<file path="src/rtl/opr_pkg.sv">
package opr_pkg;
  localparam int DATA_W = 17;
  localparam int LOW_W  = DATA_W - 1;
  localparam int BYTE_W = LOW_W / 2;
  localparam int CNT_W  = 4;
  localparam int COND_W = 4;
  localparam int KIND_W = 3;
  localparam int MAXN   = (1 << CNT_W) - 1;

  typedef enum logic [1:0] {
    GRP_STEP  = 2'd0,
    GRP_MULTI = 2'd1,
    GRP_TEST  = 2'd2,
    GRP_PASS  = 2'd3
  } grp_e;

  localparam logic [KIND_W-1:0] MK_LSR = 3'd0;
  localparam logic [KIND_W-1:0] MK_LSL = 3'd1;
  localparam logic [KIND_W-1:0] MK_ROR = 3'd2;
  localparam logic [KIND_W-1:0] MK_ROL = 3'd3;
  localparam logic [KIND_W-1:0] MK_ASR = 3'd4;

  localparam logic [COND_W-1:0] CC_LSB0  = 4'd1;
  localparam logic [COND_W-1:0] CC_TOP0  = 4'd2;
  localparam logic [COND_W-1:0] CC_NEG   = 4'd3;
  localparam logic [COND_W-1:0] CC_POS   = 4'd4;
  localparam logic [COND_W-1:0] CC_ZERO  = 4'd5;
  localparam logic [COND_W-1:0] CC_NZERO = 4'd6;
  localparam logic [COND_W-1:0] CC_CY    = 4'd7;
  localparam logic [COND_W-1:0] CC_NCY   = 4'd8;
  localparam logic [COND_W-1:0] CC_GT    = 4'd9;
  localparam logic [COND_W-1:0] CC_NGT   = 4'd10;

  typedef struct packed {
    logic ld_sw;
    logic clr;
    logic cpl;
    logic clr_sign;
    logic cpl_sign;
    logic inc;
    logic dec;
    logic mv_en;
    logic mv_left;
    logic mv_rot;
    logic mv_thru;
    logic swap;
  } step_t;

  typedef struct packed {
    logic [CNT_W-1:0]  count;
    logic [KIND_W-1:0] kind;
  } multi_t;

  typedef struct packed {
    logic c_clr;
    logic c_cpl;
    logic g_clr;
    logic g_set;
    logic r_clr;
    logic r_cpl;
  } tedit_t;

  typedef struct packed {
    grp_e              grp;
    logic              sel_a;
    step_t             st;
    multi_t            mu;
    tedit_t            te;
    logic [COND_W-1:0] cond;
  } ctl_t;
endpackage

</file>
<file path="src/rtl/opr_decode.sv">
module opr_decode
  import opr_pkg::*;
(
  input  logic [DATA_W-1:0] word,
  output ctl_t              ctl
);
  localparam int GRP_LSB = DATA_W - 2;
  localparam int SEL_BIT = DATA_W - 3;

  logic spare_unused;
  assign spare_unused = ^word[13:12];

  always_comb begin
    ctl          = '0;
    ctl.grp      = grp_e'(word[GRP_LSB +: 2]);
    ctl.sel_a    = word[SEL_BIT];
    ctl.st.ld_sw    = word[0];
    ctl.st.clr      = word[1];
    ctl.st.cpl      = word[2];
    ctl.st.clr_sign = word[3];
    ctl.st.cpl_sign = word[4];
    ctl.st.inc      = word[5];
    ctl.st.dec      = word[6];
    ctl.st.mv_en    = word[7];
    ctl.st.mv_left  = word[8];
    ctl.st.mv_rot   = word[9];
    ctl.st.mv_thru  = word[10];
    ctl.st.swap     = word[11];
    ctl.mu.count    = word[CNT_W-1:0];
    ctl.mu.kind     = word[CNT_W +: KIND_W];
    ctl.cond        = word[COND_W-1:0];
    ctl.te.c_clr    = word[4];
    ctl.te.c_cpl    = word[5];
    ctl.te.g_clr    = word[6];
    ctl.te.g_set    = word[7];
    ctl.te.r_clr    = word[8];
    ctl.te.r_cpl    = word[9];
  end
endmodule

</file>
<file path="src/rtl/opr_skip_eval.sv">
module opr_skip_eval
  import opr_pkg::*;
(
  input  logic [COND_W-1:0] cond,
  input  logic [DATA_W-1:0] val,
  input  logic              c_in,
  input  logic              g_in,
  output logic              hit
);
  always_comb begin
    case (cond)
      CC_LSB0:  hit = ~val[0];
      CC_TOP0:  hit = ~val[LOW_W-1];
      CC_NEG:   hit = val[DATA_W-1];
      CC_POS:   hit = ~val[DATA_W-1];
      CC_ZERO:  hit = (val == '0);
      CC_NZERO: hit = (val != '0);
      CC_CY:    hit = c_in;
      CC_NCY:   hit = ~c_in;
      CC_GT:    hit = g_in;
      CC_NGT:   hit = ~g_in;
      default:  hit = 1'b0;
    endcase
  end
endmodule

</file>
<file path="src/rtl/opr_datapath.sv">
module opr_datapath
  import opr_pkg::*;
(
  input  grp_e              grp,
  input  step_t             st,
  input  multi_t            mu,
  input  tedit_t            te,
  input  logic [DATA_W-1:0] src,
  input  logic [DATA_W-1:0] sw,
  input  logic              c_in,
  input  logic              g_in,
  output logic [DATA_W-1:0] res,
  output logic              c_out,
  output logic              g_out
);
  // step group: fixed application order
  logic [DATA_W-1:0] step_res;
  logic              step_c;

  always_comb begin
    logic [DATA_W-1:0] s;
    logic [LOW_W-1:0]  lo;
    logic              sc;
    s = src;
    if (st.ld_sw)    s = sw;
    if (st.clr)      s = '0;
    if (st.cpl)      s = ~s;
    if (st.clr_sign) s[DATA_W-1] = 1'b0;
    if (st.cpl_sign) s[DATA_W-1] = ~s[DATA_W-1];
    if (st.inc)      s = s + DATA_W'(1);
    if (st.dec)      s = s - DATA_W'(1);
    lo = s[LOW_W-1:0];
    sc = c_in;
    if (st.mv_en) begin
      if (st.mv_left) begin
        if (st.mv_rot && st.mv_thru) {sc, lo} = {lo, sc};
        else if (st.mv_rot)          lo = {lo[LOW_W-2:0], lo[LOW_W-1]};
        else                         lo = {lo[LOW_W-2:0], 1'b0};
      end else begin
        if (st.mv_rot && st.mv_thru) {lo, sc} = {sc, lo};
        else if (st.mv_rot)          lo = {lo[0], lo[LOW_W-1:1]};
        else                         lo = {1'b0, lo[LOW_W-1:1]};
      end
    end
    if (st.swap) lo = {lo[BYTE_W-1:0], lo[LOW_W-1:BYTE_W]};
    step_res = {s[DATA_W-1], lo};
    step_c   = sc;
  end

  // multi group: chain of single-place stages, each gated by the count
  logic [LOW_W-1:0] mstage [MAXN+1];
  assign mstage[0] = src[LOW_W-1:0];

  for (genvar k = 0; k < MAXN; k++) begin : g_mstage
    logic [LOW_W-1:0] cur;
    logic [LOW_W-1:0] nxt;
    assign cur = mstage[k];
    always_comb begin
      case (mu.kind)
        MK_LSR:  nxt = {1'b0, cur[LOW_W-1:1]};
        MK_LSL:  nxt = {cur[LOW_W-2:0], 1'b0};
        MK_ROR:  nxt = {cur[0], cur[LOW_W-1:1]};
        MK_ROL:  nxt = {cur[LOW_W-2:0], cur[LOW_W-1]};
        MK_ASR:  nxt = {cur[LOW_W-1], cur[LOW_W-1:1]};
        default: nxt = cur;
      endcase
    end
    assign mstage[k+1] = (CNT_W'(k) < mu.count) ? nxt : cur;
  end

  // test group edits
  logic [DATA_W-1:0] test_res;
  logic              test_c;
  logic              test_g;

  always_comb begin
    test_res = src;
    if (te.r_clr) test_res = '0;
    if (te.r_cpl) test_res = ~test_res;
    test_c = c_in;
    if (te.c_clr) test_c = 1'b0;
    if (te.c_cpl) test_c = ~test_c;
    test_g = g_in;
    if (te.g_clr) test_g = 1'b0;
    if (te.g_set) test_g = 1'b1;
  end

  always_comb begin
    res   = src;
    c_out = c_in;
    g_out = g_in;
    case (grp)
      GRP_STEP: begin
        res   = step_res;
        c_out = step_c;
      end
      GRP_MULTI: res = {src[DATA_W-1], mstage[MAXN]};
      GRP_TEST: begin
        res   = test_res;
        c_out = test_c;
        g_out = test_g;
      end
      default: ;
    endcase
  end
endmodule

</file>
<file path="src/rtl/opr_exec_unit.sv">
module opr_exec_unit
  import opr_pkg::*;
(
  input  logic              clk,
  input  logic              rst,
  input  logic              op_valid,
  input  logic [DATA_W-1:0] op_word,
  input  logic [DATA_W-1:0] acc_a,
  input  logic [DATA_W-1:0] acc_b,
  input  logic [DATA_W-1:0] sw_val,
  input  logic              carry_in,
  input  logic              gt_in,
  output logic              wb_valid,
  output logic              wb_to_a,
  output logic [DATA_W-1:0] wb_data,
  output logic              carry_out,
  output logic              gt_out,
  output logic              skip
);
  ctl_t              ctl;
  logic [DATA_W-1:0] src;
  logic [DATA_W-1:0] res_n;
  logic              c_n;
  logic              g_n;
  logic              hit;

  opr_decode u_dec (
    .word (op_word),
    .ctl  (ctl)
  );

  assign src = ctl.sel_a ? acc_a : acc_b;

  opr_datapath u_dp (
    .grp   (ctl.grp),
    .st    (ctl.st),
    .mu    (ctl.mu),
    .te    (ctl.te),
    .src   (src),
    .sw    (sw_val),
    .c_in  (carry_in),
    .g_in  (gt_in),
    .res   (res_n),
    .c_out (c_n),
    .g_out (g_n)
  );

  opr_skip_eval u_skip (
    .cond (ctl.cond),
    .val  (src),
    .c_in (carry_in),
    .g_in (gt_in),
    .hit  (hit)
  );

  always_ff @(posedge clk) begin
    if (rst) begin
      wb_valid  <= 1'b0;
      skip      <= 1'b0;
      wb_to_a   <= 1'b0;
      wb_data   <= '0;
      carry_out <= 1'b0;
      gt_out    <= 1'b0;
    end else begin
      wb_valid <= op_valid;
      skip     <= op_valid && (ctl.grp == GRP_TEST) && hit;
      if (op_valid) begin
        wb_to_a   <= ctl.sel_a;
        wb_data   <= res_n;
        carry_out <= c_n;
        gt_out    <= g_n;
      end
    end
  end

  // strobe follows an accepted word by one cycle
  p_strobe_follows_r2: assert property (@(posedge clk) disable iff (rst)
    op_valid |=> wb_valid);
  p_idle_no_strobe_r2: assert property (@(posedge clk) disable iff (rst)
    !op_valid |=> (!wb_valid && $stable(wb_data) && $stable(carry_out) && $stable(gt_out)));
  // skip only alongside the strobe, and only for test words
  p_skip_with_strobe_r11: assert property (@(posedge clk) disable iff (rst)
    skip |-> wb_valid);
  p_skip_test_only_r11: assert property (@(posedge clk) disable iff (rst)
    (op_valid && ctl.grp != GRP_TEST) |=> !skip);
  // multi group keeps bit 16 and both flags
  p_multi_keeps_r8: assert property (@(posedge clk) disable iff (rst)
    (op_valid && ctl.grp == GRP_MULTI) |=>
      (wb_data[DATA_W-1] == $past(src[DATA_W-1]) && carry_out == $past(carry_in)
       && gt_out == $past(gt_in)));
  // step words without a carry ring leave the carry and GT flags alone
  p_step_flags_r4: assert property (@(posedge clk) disable iff (rst)
    (op_valid && ctl.grp == GRP_STEP && !(ctl.st.mv_en && ctl.st.mv_rot && ctl.st.mv_thru))
      |=> (carry_out == $past(carry_in) && gt_out == $past(gt_in)));
endmodule

</file>
<file path="config.mk">
export PLATFORM = sky130hd
export DESIGN_NAME = opr_exec_unit
export DESIGN_NICKNAME = d
export VERILOG_FILES = /design/src/rtl/opr_pkg.sv /design/src/rtl/opr_decode.sv /design/src/rtl/opr_skip_eval.sv /design/src/rtl/opr_datapath.sv /design/src/rtl/opr_exec_unit.sv
export SDC_FILE = /design/constraint.sdc
export NUM_CORES = 1
export LEC_CHECK = 0
export ABC_AREA = 1
export BUFFER_PORTS_ARGS = -buffer_cell sky130_fd_sc_hd__buf_4
export CORE_AREA = 2 2 147 149
export CTS_CLUSTER_SIZE = 12
export DETAILED_ROUTE_END_ITERATION = 10
export DIE_AREA = 0 0 149 151
export PLACE_DENSITY_LB_ADDON = 0.25
export SYNTH_ARGS = -nofsm -noshare
export SYNTH_HDL_FRONTEND = slang
export SYNTH_HIERARCHICAL = 1
export SYNTH_SLANG_ARGS = --single-unit
</file>
<file path="constraint.sdc">
create_clock -name clk -period 15.19 [get_ports clk]
set_input_delay 4.557 -clock clk [delete_from_list [all_inputs] [get_ports clk]]
set_output_delay 4.557 -clock clk [all_outputs]
set_load 0.01 [all_outputs]
</file>
Word level (Yosys, flattened, before mapping)
Index checks and enable logic that the tools add are counted.
Widths: inputs -> output; s select.
Storage, ports and cells
  flip-flop bits (word level): 22
  input bits: 73
  output and inout port bits: 22
Cells by class
  $add $sub $neg: 2
  order comparisons: 15
  equal/unequal tests: 16
  multiplexer cells: 59
  bitwise logic cells: 9
  reductions and logical operators: 7
Operators with widths (number)
  $pmux 16 s5: 15
  $mux 16: 20
  $mux 17: 8
  $pmux 17 s3: 1
  $not 17->17: 2
  $lt 4x4->1 const A: 7
  $add 17x1->17 const B: 1
  $logic_not 17->1: 1
  $reduce_bool 17->1: 1
  $sub 17x1->17 const B: 1
  $eq 4x3->1 const B: 4
  $lt 3x4->1 const A: 4
  $mux 1: 13
  $eq 4x4->1 const B: 3
  $pmux 1 s10: 1
  $eq 4x2->1 const B: 2
  $lt 1x4->1 const A: 2
  $lt 2x4->1 const A: 2
  $not 1->1: 7
  $eq 3x2->1 const B: 2
  $eq 4x1->1 const B: 1
  $eq 3x1->1 const B: 1
  $eq 3x3->1 const B: 1
  $logic_and 1x1->1: 3
  5 further kinds: 5

Longest topological paths before layout
Gate-level depths: netlist of the first run.
  depth after elaboration: 32
  mapped depth: 56

Modules after synthesis
The synthesis of the first run kept the hierarchy.
By module, submodules not included
  opr_datapath: instances 1, cells an instance 1790, area an instance 8732.1 sq um, seq. area each 0.0 sq um
  opr_exec_unit: instances 1, cells an instance 189, area an instance 1166.1 sq um, seq. area each 440.4 sq um
  opr_decode: instances 1, cells an instance 32, area an instance 240.2 sq um, seq. area each 0.0 sq um
  opr_skip_eval: instances 1, cells an instance 44, area an instance 183.9 sq um, seq. area each 0.0 sq um

Worst setup path before layout of the first run
OpenSTA, ideal clock, no wires.
  kind: input -> register
  from: input op_word[14]
  to: register wb_data[15]
  library setup time: 113 ps
  data arrival time: 8351 ps
  data required time: 15077 ps
  setup slack: 6726 ps
  cell stages on the path: 31
  cell sequence: buf_4 > buf_6 > inv_4 > nand2_1 > nand2_1 > inv_1 > a21oi_1 > o21ai_0 > xor2_1 > ha_1 > o21ai_0 > ha_1 > nand2_1 > nor2_1 > nand2_1 > nor3_1 > nand3_1 > nor2_1 > nand3_1 > nor3_1 > nor2_1 > nor2_1 > o21ai_0 > o21ai_0 > nand2_1 > a311oi_1 > a21oi_1 > inv_1 > nand2_1 > nand2_1 > nor2_1
On the way
  cells in the longest elaborated chain, start to end: 32
  elaborated cells on any way between the ends: 48
  classes of those cells: add/sub: 2; mux: 44; bitwise: 2
Ends and longest elaborated chain
  from (decl): RTL line opr_exec_unit.sv:7  | input logic [DATA_W-1:0] op_word,
  $mux 17 (*): RTL line opr_exec_unit.sv:32  | assign src = ctl.sel_a ? acc_a : acc_b;
  via src[0]: RTL line opr_exec_unit.sv:21  | logic [DATA_W-1:0] src;
  $pmux 16 s5: RTL line opr_datapath.sv:59  | case (mu.kind)
  $mux 16: RTL line opr_datapath.sv:68  | assign mstage[k+1] = (CNT_W'(k) < mu.count) ? nxt : cur;
  $pmux 16 s5: RTL line opr_datapath.sv:59
  $mux 16: RTL line opr_datapath.sv:68
  $pmux 16 s5: RTL line opr_datapath.sv:59
  $mux 16: RTL line opr_datapath.sv:68
  [... 18 more ...]
  $pmux 16 s5: RTL line opr_datapath.sv:59
  $mux 16: RTL line opr_datapath.sv:68
  $pmux 16 s5: RTL line opr_datapath.sv:59
  $mux 16: RTL line opr_datapath.sv:68
  $pmux 16 s5: RTL line opr_datapath.sv:59
  $mux 16: RTL line opr_datapath.sv:68
  $pmux 17 s3 (*): RTL line opr_datapath.sv:92  | case (grp)
  via res_n[15]: RTL line opr_exec_unit.sv:22  | logic [DATA_W-1:0] res_n;
  to (signal assigned): RTL line opr_exec_unit.sv:69  | wb_data <= res_n;
  to (decl): RTL line opr_exec_unit.sv:15  | output logic [DATA_W-1:0] wb_data,
The timed path passes the listed nets; every way through them passes the cells marked *.
A chain may end at the register's enable or synchronous reset.

Final worst setup path of the first run
  from: input op_word[5]
  to: register wb_data[15]
On the way
  cells in the longest elaborated chain, start to end: 32
  elaborated cells on any way between the ends: 44
  classes of those cells: add/sub: 1; eq/ne: 4; mux: 38; reduce/logical: 1
Ends and longest elaborated chain (RTL line)
  $eq 3x3->1, or another cell as far along: opr_datapath.sv:59
  $pmux 16 s5: opr_datapath.sv:59
  $mux 16: opr_datapath.sv:68
  $pmux 16 s5: opr_datapath.sv:59
  $mux 16: opr_datapath.sv:68
  $pmux 16 s5: opr_datapath.sv:59
  $mux 16: opr_datapath.sv:68
  $pmux 16 s5: opr_datapath.sv:59
  [... 17 more ...]
  $pmux 16 s5: opr_datapath.sv:59
  $mux 16: opr_datapath.sv:68
  $pmux 16 s5: opr_datapath.sv:59
  $mux 16: opr_datapath.sv:68
  $pmux 16 s5: opr_datapath.sv:59
  $mux 16: opr_datapath.sv:68
  $pmux 17 s3 (*): opr_datapath.sv:92
  via res_n[15]: opr_exec_unit.sv:22
Marked as above.

==> flow_metrics.tcl, run 1 <==
set metrics [dict create \
    p_sw_w 0.0003754 \
    cts_tree "yes" \
    gp_congestion 1.021 \
    vias 13302 \
    finClkSkew_ps 0 \
    internal_power_w 0.0002630 \
    initialDrtViolationCount 1485 \
    setup_viol 0 \
    outcome "complete, no violations" \
    cts_hold_buf 0 \
    cp_slowest_stage_delay_ps 920 \
    dr.pass1.iters 7 \
    combPwrFrac_pct 80.3 \
    sw_frac_of_total_pct 58.80 \
    synth_cell_types 46 \
    rsz0062_at_grt "no" \
    power_density_mw_per_mm2 59.82 \
    clock_path_buffers 2 \
    synthesis.area_sq_mm 0.01032 \
    vias_per_cell 5.809 \
    start_util_pct 49.57 \
    drv_slew 0 \
    grt_max_degree 109 \
    post-route-util_pct 51.26 \
    routed_wl_mm 33.71 \
    synthCells 2055 \
    clock-sinks 22 \
    max_freq_mhz 93.29 \
    crit_top_cell "nand3_1" \
    min_period_ps 10720 \
    hold_viol 0 \
    period_share_pct 70.57 \
    fillers 2398 \
    fin_setup_tns_ps 0 \
    grt_usage_pct 28.98 \
    cp.arrival_ps 10910 \
    io_pins 95 \
    cts_max_level 1 \
    ant_nets 0 \
    synth_seq_cells 22 \
    synth.avg_cell_area_sq_um 5.023 \
    placed_area_sq_mm 0.01058 \
    critical_path_class "in2reg" \
    wl_per_cell_um 14.72 \
    clkLatencyLatePin_ps 250 \
    grt_pass1_wl_mm 54.96 \
    io_buffers 92 \
    yosys_warnings 6 \
    synth_nets 2130 \
    grt_overflow 0 \
    cp-end-kind "register" \
    numCtsBuffers 3 \
    slew_headroom_pct 16.06 \
    antenna_found_initial 0 \
    die_area_sq_mm 0.02250 \
    p_leak_nw 5.330 \
    p_seq_share_pct 10.2 \
    critical_path.max_fanout 108 \
    cts.clk_slew.worst_paths_ps 60 \
    final_nets 2091 \
    grt_pass1_vias 11506 \
    clock_power_share_pct 9.5 \
    maxCapViolCount 0 \
    seq_area_frac_synth_pct 4.267 \
    syn_to_final_growth_pct 3.394 \
    die_h_um 151 \
    rows 53 \
    core_sq_mm 0.02082 \
    hpwl_mm 25.78 \
    drc 0 \
    worstPathRequired_ps 15380 \
    drive_above_1_share_pct 11.36 \
    ys_async_sr_fraction_pct 0 \
    hold_class "reg2reg" \
    synthFlopType "dfxtp_1" \
    die_w_um 149 \
    ir_worst_vdd_v 0.00008716 \
    worst_pin_slew_ps 1255 \
    synth_edf_count 0 \
    cp-start-kind "primary input" \
    cts_resized 0 \
    slowest_stage "buf_4" \
    cts-root-buf "clkbuf_16" \
    antenna_cells 0 \
    fin_area_sq_mm 0.01067 \
    postCtsSetupRepairBufs 0 \
]
-- sequential cells by signal, indices dropped and copies added (netlist names) --
signal,count
gt_out,1
wb_data,17
carry_out,1
wb_valid,1
skip,1
wb_to_a,1
-- critical path, delay by kind of cell --
family,cells,cell delay [ps]
and+or+nand+nor,32,4110
AOI/OAI and AO/OA,2,350
buffers and inverters,5,1830
-- final timing paths --
path / endpoint / start / slack, ps / depth (start not counted)
max: wb_data[15] / op_word[5] / 4470 / 39
min: wb_data[3] / wb_data[3] / 470 / 2
max reg2reg: wb_data[12] / wb_data[12] / 14600 / 2
min reg2reg: wb_data[3] / wb_data[3] / 470 / 2
-- power groups by stage --
| stage | clock, W | sequential, W | combinational (W) |
|---|---|---|---|
| 5_1_grt | 0.0000636 | 0.0000657 | 0.000576 |
| 2_1_floorplan | 0 | 0.0000683 | 0.000400 |
| 3_5_place_dp | 0 | 0.0000663 | 0.000501 |
| 6_report | 0.0000604 | 0.0000651 | 0.000513 |
| 3_3_place_gp | 0 | 0.0000663 | 0.000496 |
| 4_1_cts | 0.0000613 | 0.0000651 | 0.000503 |
-- cell usage after synthesis (22+ instances only) --
| cell | number | area share (%) |
|---|---|---|
| nand2_1 | 724 | 26 |
| nand3_1 | 609 | 30 |
| nor2_1 | 108 | 3.9 |
| inv_1 | 97 | 3.5 |
| nand3_2 | 63 | 6.1 |
| o21ai_0 | 56 | 2.7 |
| buf_2 | 54 | 2.6 |
| a21oi_1 | 44 | 2.1 |
| buf_4 | 42 | 3.1 |
| xor2_1 | 37 | 3.1 |
| clkbuf_1 | 32 | 1.2 |
| o21ai_1 | 24 | 1.2 |
| dfxtp_1 | 22 | 4.3 |
-- stage by stage --
stage               cells  worst slack (ps)  hold WS (ps)   power, W
floorplan            2055              6726         492.4  0.0004681
global placement     2286              4373         462.9  0.0005619
detailed placement   2286              4319         465.2  0.0005674
CTS                  2290              4581         474.7  0.0006292
global route         2290              3772         507.3  0.0007056
finish               2290              4470         473.5  0.0006384
-- cell families after synthesis --
| kind of cell | count (synthesis) | synth area share (%) |
|---|---|---|
| AOI/OAI and AO/OA | 158 | 8.982 |
| buffers and inverters | 266 | 12.87 |
| adders and majority gates | 2 | 0.2424 |
| and+or+nand+nor | 1565 | 70.07 |
| xor gates and xnor gates | 42 | 3.564 |
| DFF | 22 | 4.267 |
-- metal layers --
| metal | vias up | GRT usage (%) | routed length (um) |
|---|---|---|---|
| met5 | - | 0 | 0 |
| met4 | 0 | 10.14 | 1231 |
| met3 | 96 | 1.807 | 2100 |
| met2 | 541 | 48.46 | 15540 |
| met1 | 5903 | 39.53 | 14840 |
| li1 | 6762 | - | - |
-- final cells by class --
type | instances | area (sq um) | area share, %
inverters | 118 | 460.4 | 4.314
flip-flops and latches | 22 | 440.4 | 4.127
clock buffers | 4 | 88.84 | 0.8324
repair buffers | 104 | 780.7 | 7.315
multi-input cells | 1767 | 8558 | 80.19
well taps | 275 | 344.1 | 3.224
-- layout by cell type, fill, tap and decap left out, types with 5 or more instances in the layout --
cell      instances
nor2_2            6
nand3_2          63
nand2_2          16
xnor2_1           5
clkinv_1          6
buf_4           104
nand4_1          17
o211ai_1          8
inv_2            10
o21ai_0          56
nor3_1            8
o22ai_1           7
xor2_1           37
o21ai_1          24
o211ai_2          8
nand2_1         724
dfxtp_1          22
inv_1            97
nand3_1         609
nor2_1          108
a21oi_1          44
Note: power is estimated with default switching activity, not from simulation.
==> inputs of run 2 (changes only) <==
clock period = 9.4 ns   (was 15.19 ns; I/O delays follow)
==> run 2 against run 1 <==
Against the previous run: combinational power is 63% higher; highest routed layer unchanged; clock skew stayed put; core utilization is 0.078 points higher; largest power group unchanged; critical endpoint unchanged; global-route usage hardly changed; total power is 61% higher.
==> flow_metrics.tcl, run 2 (synthesis results as in run 1) <==
set metrics [dict create \
    placed_area_sq_mm 0.01061 \
    fin_setup_tns_ps 0 \
    hold_class "reg2reg" \
    cts_hold_buf 0 \
    drc 0 \
    max_freq_mhz 123.2 \
    dr.pass1.iters 8 \
    met3_usage_pct 1.295 \
    initialDrtViolationCount 1597 \
    power_density_mw_per_mm2 95.88 \
    fin_area_sq_mm 0.01069 \
    cts_resized 0 \
    critical_path.max_fanout 22 \
    ant_nets 0 \
    p_leak_nw 5.341 \
    layout_commonest_cell "nand2_1" \
    hold_viol 0 \
    worst_pin_slew_ps 1152 \
    cp-end-kind "register" \
    hpwl_mm 25.95 \
    final_nets 2095 \
    period_share_pct 86.35 \
    crit_top_cell "nand2_1" \
    layout_common_cells "nand2_1 (724), nand3_1 (609), nor2_1 (108), buf_4 (108), inv_1 (97)" \
    power_w 0.001025 \
    met2_usage_pct 49.33 \
    grt_max_degree 89 \
    io_pins 95 \
    largest_reg_flops 17 \
    cp_slowest_stage_delay_ps 300 \
    hold_slack_ps 469.7 \
    rows 53 \
    clkLatencyLatePin_ps 250 \
    grt_pass1_wl_mm 54.97 \
    postCtsSetupRepairBufs 0 \
    gp_congestion 1.031 \
    rsz0062_at_grt "no" \
    cp-start-kind "primary input" \
    fillers 2383 \
    setup_viol 0 \
    cts-root-buf "clkbuf_16" \
    critical_path_class "in2reg" \
    gr-usage-met1_pct 39.14 \
    die_w_um 149 \
    clock_path_buffers 2 \
    antenna_cells 0 \
    grt_usage_pct 28.97 \
    clock-sinks 22 \
    maxCapViolCount 0 \
    io_buffers 92 \
    ir_worst_vdd_v 0.00009364 \
    outcome "complete, no violations" \
    routed_wl_mm 33.79 \
    start_util_pct 49.57 \
    worst_slack_ps 1283 \
    worstPathRequired_ps 9590 \
    die_area_sq_mm 0.02250 \
    cts.clk_slew.worst_paths_ps 50 \
    crit_family "simple AND/OR/NAND/NOR gates" \
    grt_overflow 0 \
    dp_slack_ps 1128 \
    core_sq_mm 0.02082 \
    die_h_um 151 \
    vias 13331 \
    finClkSkew_ps 0 \
    numCtsBuffers 3 \
    slew_headroom_pct 22.93 \
    min_period_ps 8117 \
    wl_per_cell_um 14.74 \
    grt_pass1_vias 11609 \
    cp.arrival_ps 8310 \
    critPathBufInv 5 \
    cts_max_level 1 \
    regMostFlops "wb_data" \
    grt.busiest_layer "met2" \
    syn_to_final_growth_pct 3.551 \
    antenna_found_initial 0 \
    slowest_stage "nor2_8" \
    drv_slew 0 \
    drive_above_1_share_pct 11.50 \
    cts_tree "yes" \
    vias_per_cell 5.814 \
]
-- run 2: changes by cell type in the layout (fill, tap and decap cells not counted) --
cell | before | now
buf_4 | 104 | 108
clkbuf_8 | 1 | 0
-- run 2: worst reg2reg max path: stages, from the launching register on --
cell	delay [ps]
dfxtp_1	310
nor2_1	100
nor2_1	60
-- run 2: layer usage --
metal  vias to the layer above  wire length, um
met4                         0             1225
met1                      5894            14830
met5                         -                0
met3                        93             2197
li1                       6774                -
met2                       570            15540
-- run 2: worst paths after layout --
path              slack, ps  cells past startpoint          end       start
setup reg to reg       8820                      2   wb_data[4]  wb_data[4]
setup / recovery       1280                     52  wb_data[15]  op_word[5]
hold / removal          470                      2   wb_data[8]  wb_data[8]
hold reg to reg         470                      2   wb_data[8]  wb_data[8]
-- run 2: layout make-up --
cell class	count	area (sq um)	area share, %
Multi-Input combinational cell	1767	8558	80.07
Timing Repair Buffer	108	810.8	7.585
Inverter	118	460.4	4.308
Sequential cell	22	440.4	4.120
Tap cell	275	344.1	3.219
Clock buffer	3	75.07	0.7023
-- run 2: per-stage QoR --
stage,std cells,utilization [%]
after CTS,2293,51.33
after global placement,2290,50.97
after global routing,2293,51.33
after detailed placement,2290,50.97
after floorplan,2055,-
final,2293,51.33
-- run 2: report_power, final --
part / total, W / leakage [nW] / switching [W] / internal [W]
registers: 0.000105 / 0.183 / 0.00000401 / 0.000101
clock network: 0.0000859 / 0.0370 / 0.0000298 / 0.0000560
logic: 0.000834 / 5.12 / 0.000573 / 0.000261
==> inputs of run 3 (changes only) <==
CORE_AREA = 2 2 166 168   (was 2 2 147 149)
DIE_AREA = 0 0 168 170   (was 0 0 149 151)
==> run 3 against run 2 <==
Against the previous run: core utilization shrank 11 points; critical path depth shrank 7; fmax shrank 2.0%; cell count grew 3.0%; non-clock buffer count grew 2; largest power group unchanged; largest cell class unchanged.
==> flow_metrics.tcl, run 3 (synthesis results as in run 1) <==
set metrics [dict create \
    syn_to_final_growth_pct 4.631 \
    crit_family "simple AND/OR/NAND/NOR gates" \
    largest_reg_flops 17 \
    min_period_ps 8284 \
    routed_wl_mm 35.55 \
    antenna_found_initial 0 \
    critPathBufInv 4 \
    crit_top_cell "nand2_1" \
    drive_above_1_share_pct 11.63 \
    hold_viol 0 \
    cp.arrival_ps 8470 \
    numCtsBuffers 3 \
    p_leak_nw 5.359 \
    sw_frac_of_total_pct 58.93 \
    fillers 3088 \
    internal_power_w 0.0004272 \
    power_density_mw_per_mm2 96.31 \
    slew_headroom_pct 24.62 \
    initialDrtViolationCount 1494 \
    critical_path.max_fanout 104 \
    rows 60 \
    critical_path_class "in2reg" \
    hold_class "reg2reg" \
    post-route-util_pct 40.53 \
    worstPathRequired_ps 9590 \
    final_nets 2097 \
    gp_congestion 0.9187 \
    outcome "complete, no violations" \
    vias 13228 \
    cts-root-buf "clkbuf_16" \
    grt_usage_pct 23.84 \
    core_sq_mm 0.02665 \
    grt_max_degree 105 \
    cts_max_level 1 \
    stdcell_count 2362 \
    dr.pass1.iters 6 \
    cts_tree "yes" \
    worst_slack_ps 1116 \
    period_share_pct 88.12 \
    dp_slack_ps 913.7 \
    combPwrFrac_pct 80.6 \
    grt_pass1_wl_mm 57.73 \
    cp-start-kind "primary input" \
    maxCapViolCount 0 \
    cts_resized 0 \
    die_w_um 168 \
    max_freq_mhz 120.7 \
    setup_viol 0 \
    clock_path_buffers 2 \
    dp_cells 2358 \
    cp_slowest_stage_delay_ps 860 \
    start_util_pct 38.73 \
    fin_setup_tns_ps 0 \
    die_h_um 170 \
    worst_pin_slew_ps 1127 \
    layout_common_cells "nand2_1 (724), nand3_1 (609), buf_4 (110), nor2_1 (108), inv_1 (97)" \
    p_sw_w 0.0006130 \
    io_buffers 92 \
    drc 0 \
    finClkSkew_ps 0 \
    vias_per_cell 5.600 \
    layout_commonest_cell "nand2_1" \
    power_w 0.001040 \
    drv_slew 0 \
    slowest_stage "buf_4" \
    hpwl_mm 27.72 \
    clock_power_share_pct 9.3 \
    regMostFlops "wb_data" \
    grt_pass1_vias 11826 \
    io_pins 95 \
    p_seq_share_pct 10.1 \
    antenna_cells 0 \
    cts_hold_buf 0 \
    clock-sinks 22 \
    grt_overflow 0 \
    ir_worst_vdd_v 0.00008063 \
    postCtsSetupRepairBufs 0 \
    wl_per_cell_um 15.05 \
    ant_nets 0 \
    rsz0062_at_grt "no" \
    cp-end-kind "register" \
    die_area_sq_mm 0.02856 \
    clkLatencyLatePin_ps 250 \
    cts.clk_slew.worst_paths_ps 60 \
]
-- run 3: changes by cell type in the layout (fill, tap and decap cells not counted), sizes merged --
cell	previous run	this run
buf	108	110
clkbuf	3	4
-- run 3: power by group through the flow --
stage | Combinational [W] | Sequential [W] | Clock [W]
after floorplan | 0.000646 | 0.000110 | 0
after global placement | 0.000818 | 0.000107 | 0
after detailed placement | 0.000823 | 0.000107 | 0
after CTS | 0.000827 | 0.000105 | 0.0000981
after global routing | 0.000944 | 0.000106 | 0.000103
final | 0.000839 | 0.000105 | 0.0000966
-- run 3: stage by stage --
| step | hold slack [ps] | cell area [sq um] |
|---|---|---|
| after floorplan | 492.4 | 10320 |
| after global placement | 466.0 | 10710 |
| after detailed placement | 465.5 | 10710 |
| after CTS | 473.4 | 10800 |
| after global routing | 495.9 | 10800 |
| final | 471.9 | 10800 |
-- run 3: area by class of cell --
cell class              count  area (sq um)  share of cell area (%)
well taps                 341         426.7                   3.950
repair buffers            110         825.8                   7.646
clock buffers               4         88.84                  0.8225
multi-input cells        1767          8558                   79.24
flip-flops and latches     22         440.4                   4.078
inverters                 118         460.4                   4.263
-- run 3: worst paths after layout --
path / start / cells past startpoint / slack, ps / endpoint
worst max-delay path: op_word[5] / 45 / 1120 / wb_data[15]
worst min-delay path: wb_data[7] / 2 / 470 / wb_data[7]
worst max register to register: wb_data[16] / 2 / 8810 / wb_data[16]
worst min register to register: wb_data[7] / 2 / 470 / wb_data[7]
-- run 3: tightest hold or removal path, delay by kind of cell (launching register included) --
kind | cells | cell delay, ps
flip-flops | 1 | 310
AND/OR/NAND/NOR | 2 | 130
-- run 3: routing by layer --
metal / GRT usage, % / part of all wire, % / wire length, um
met5: 0 / 0 / 0
met1: 33.43 / 47 / 16690
met4: 5.482 / 2.5 / 899
met3: 0.9767 / 4.9 / 1756
met2: 40.42 / 46 / 16210
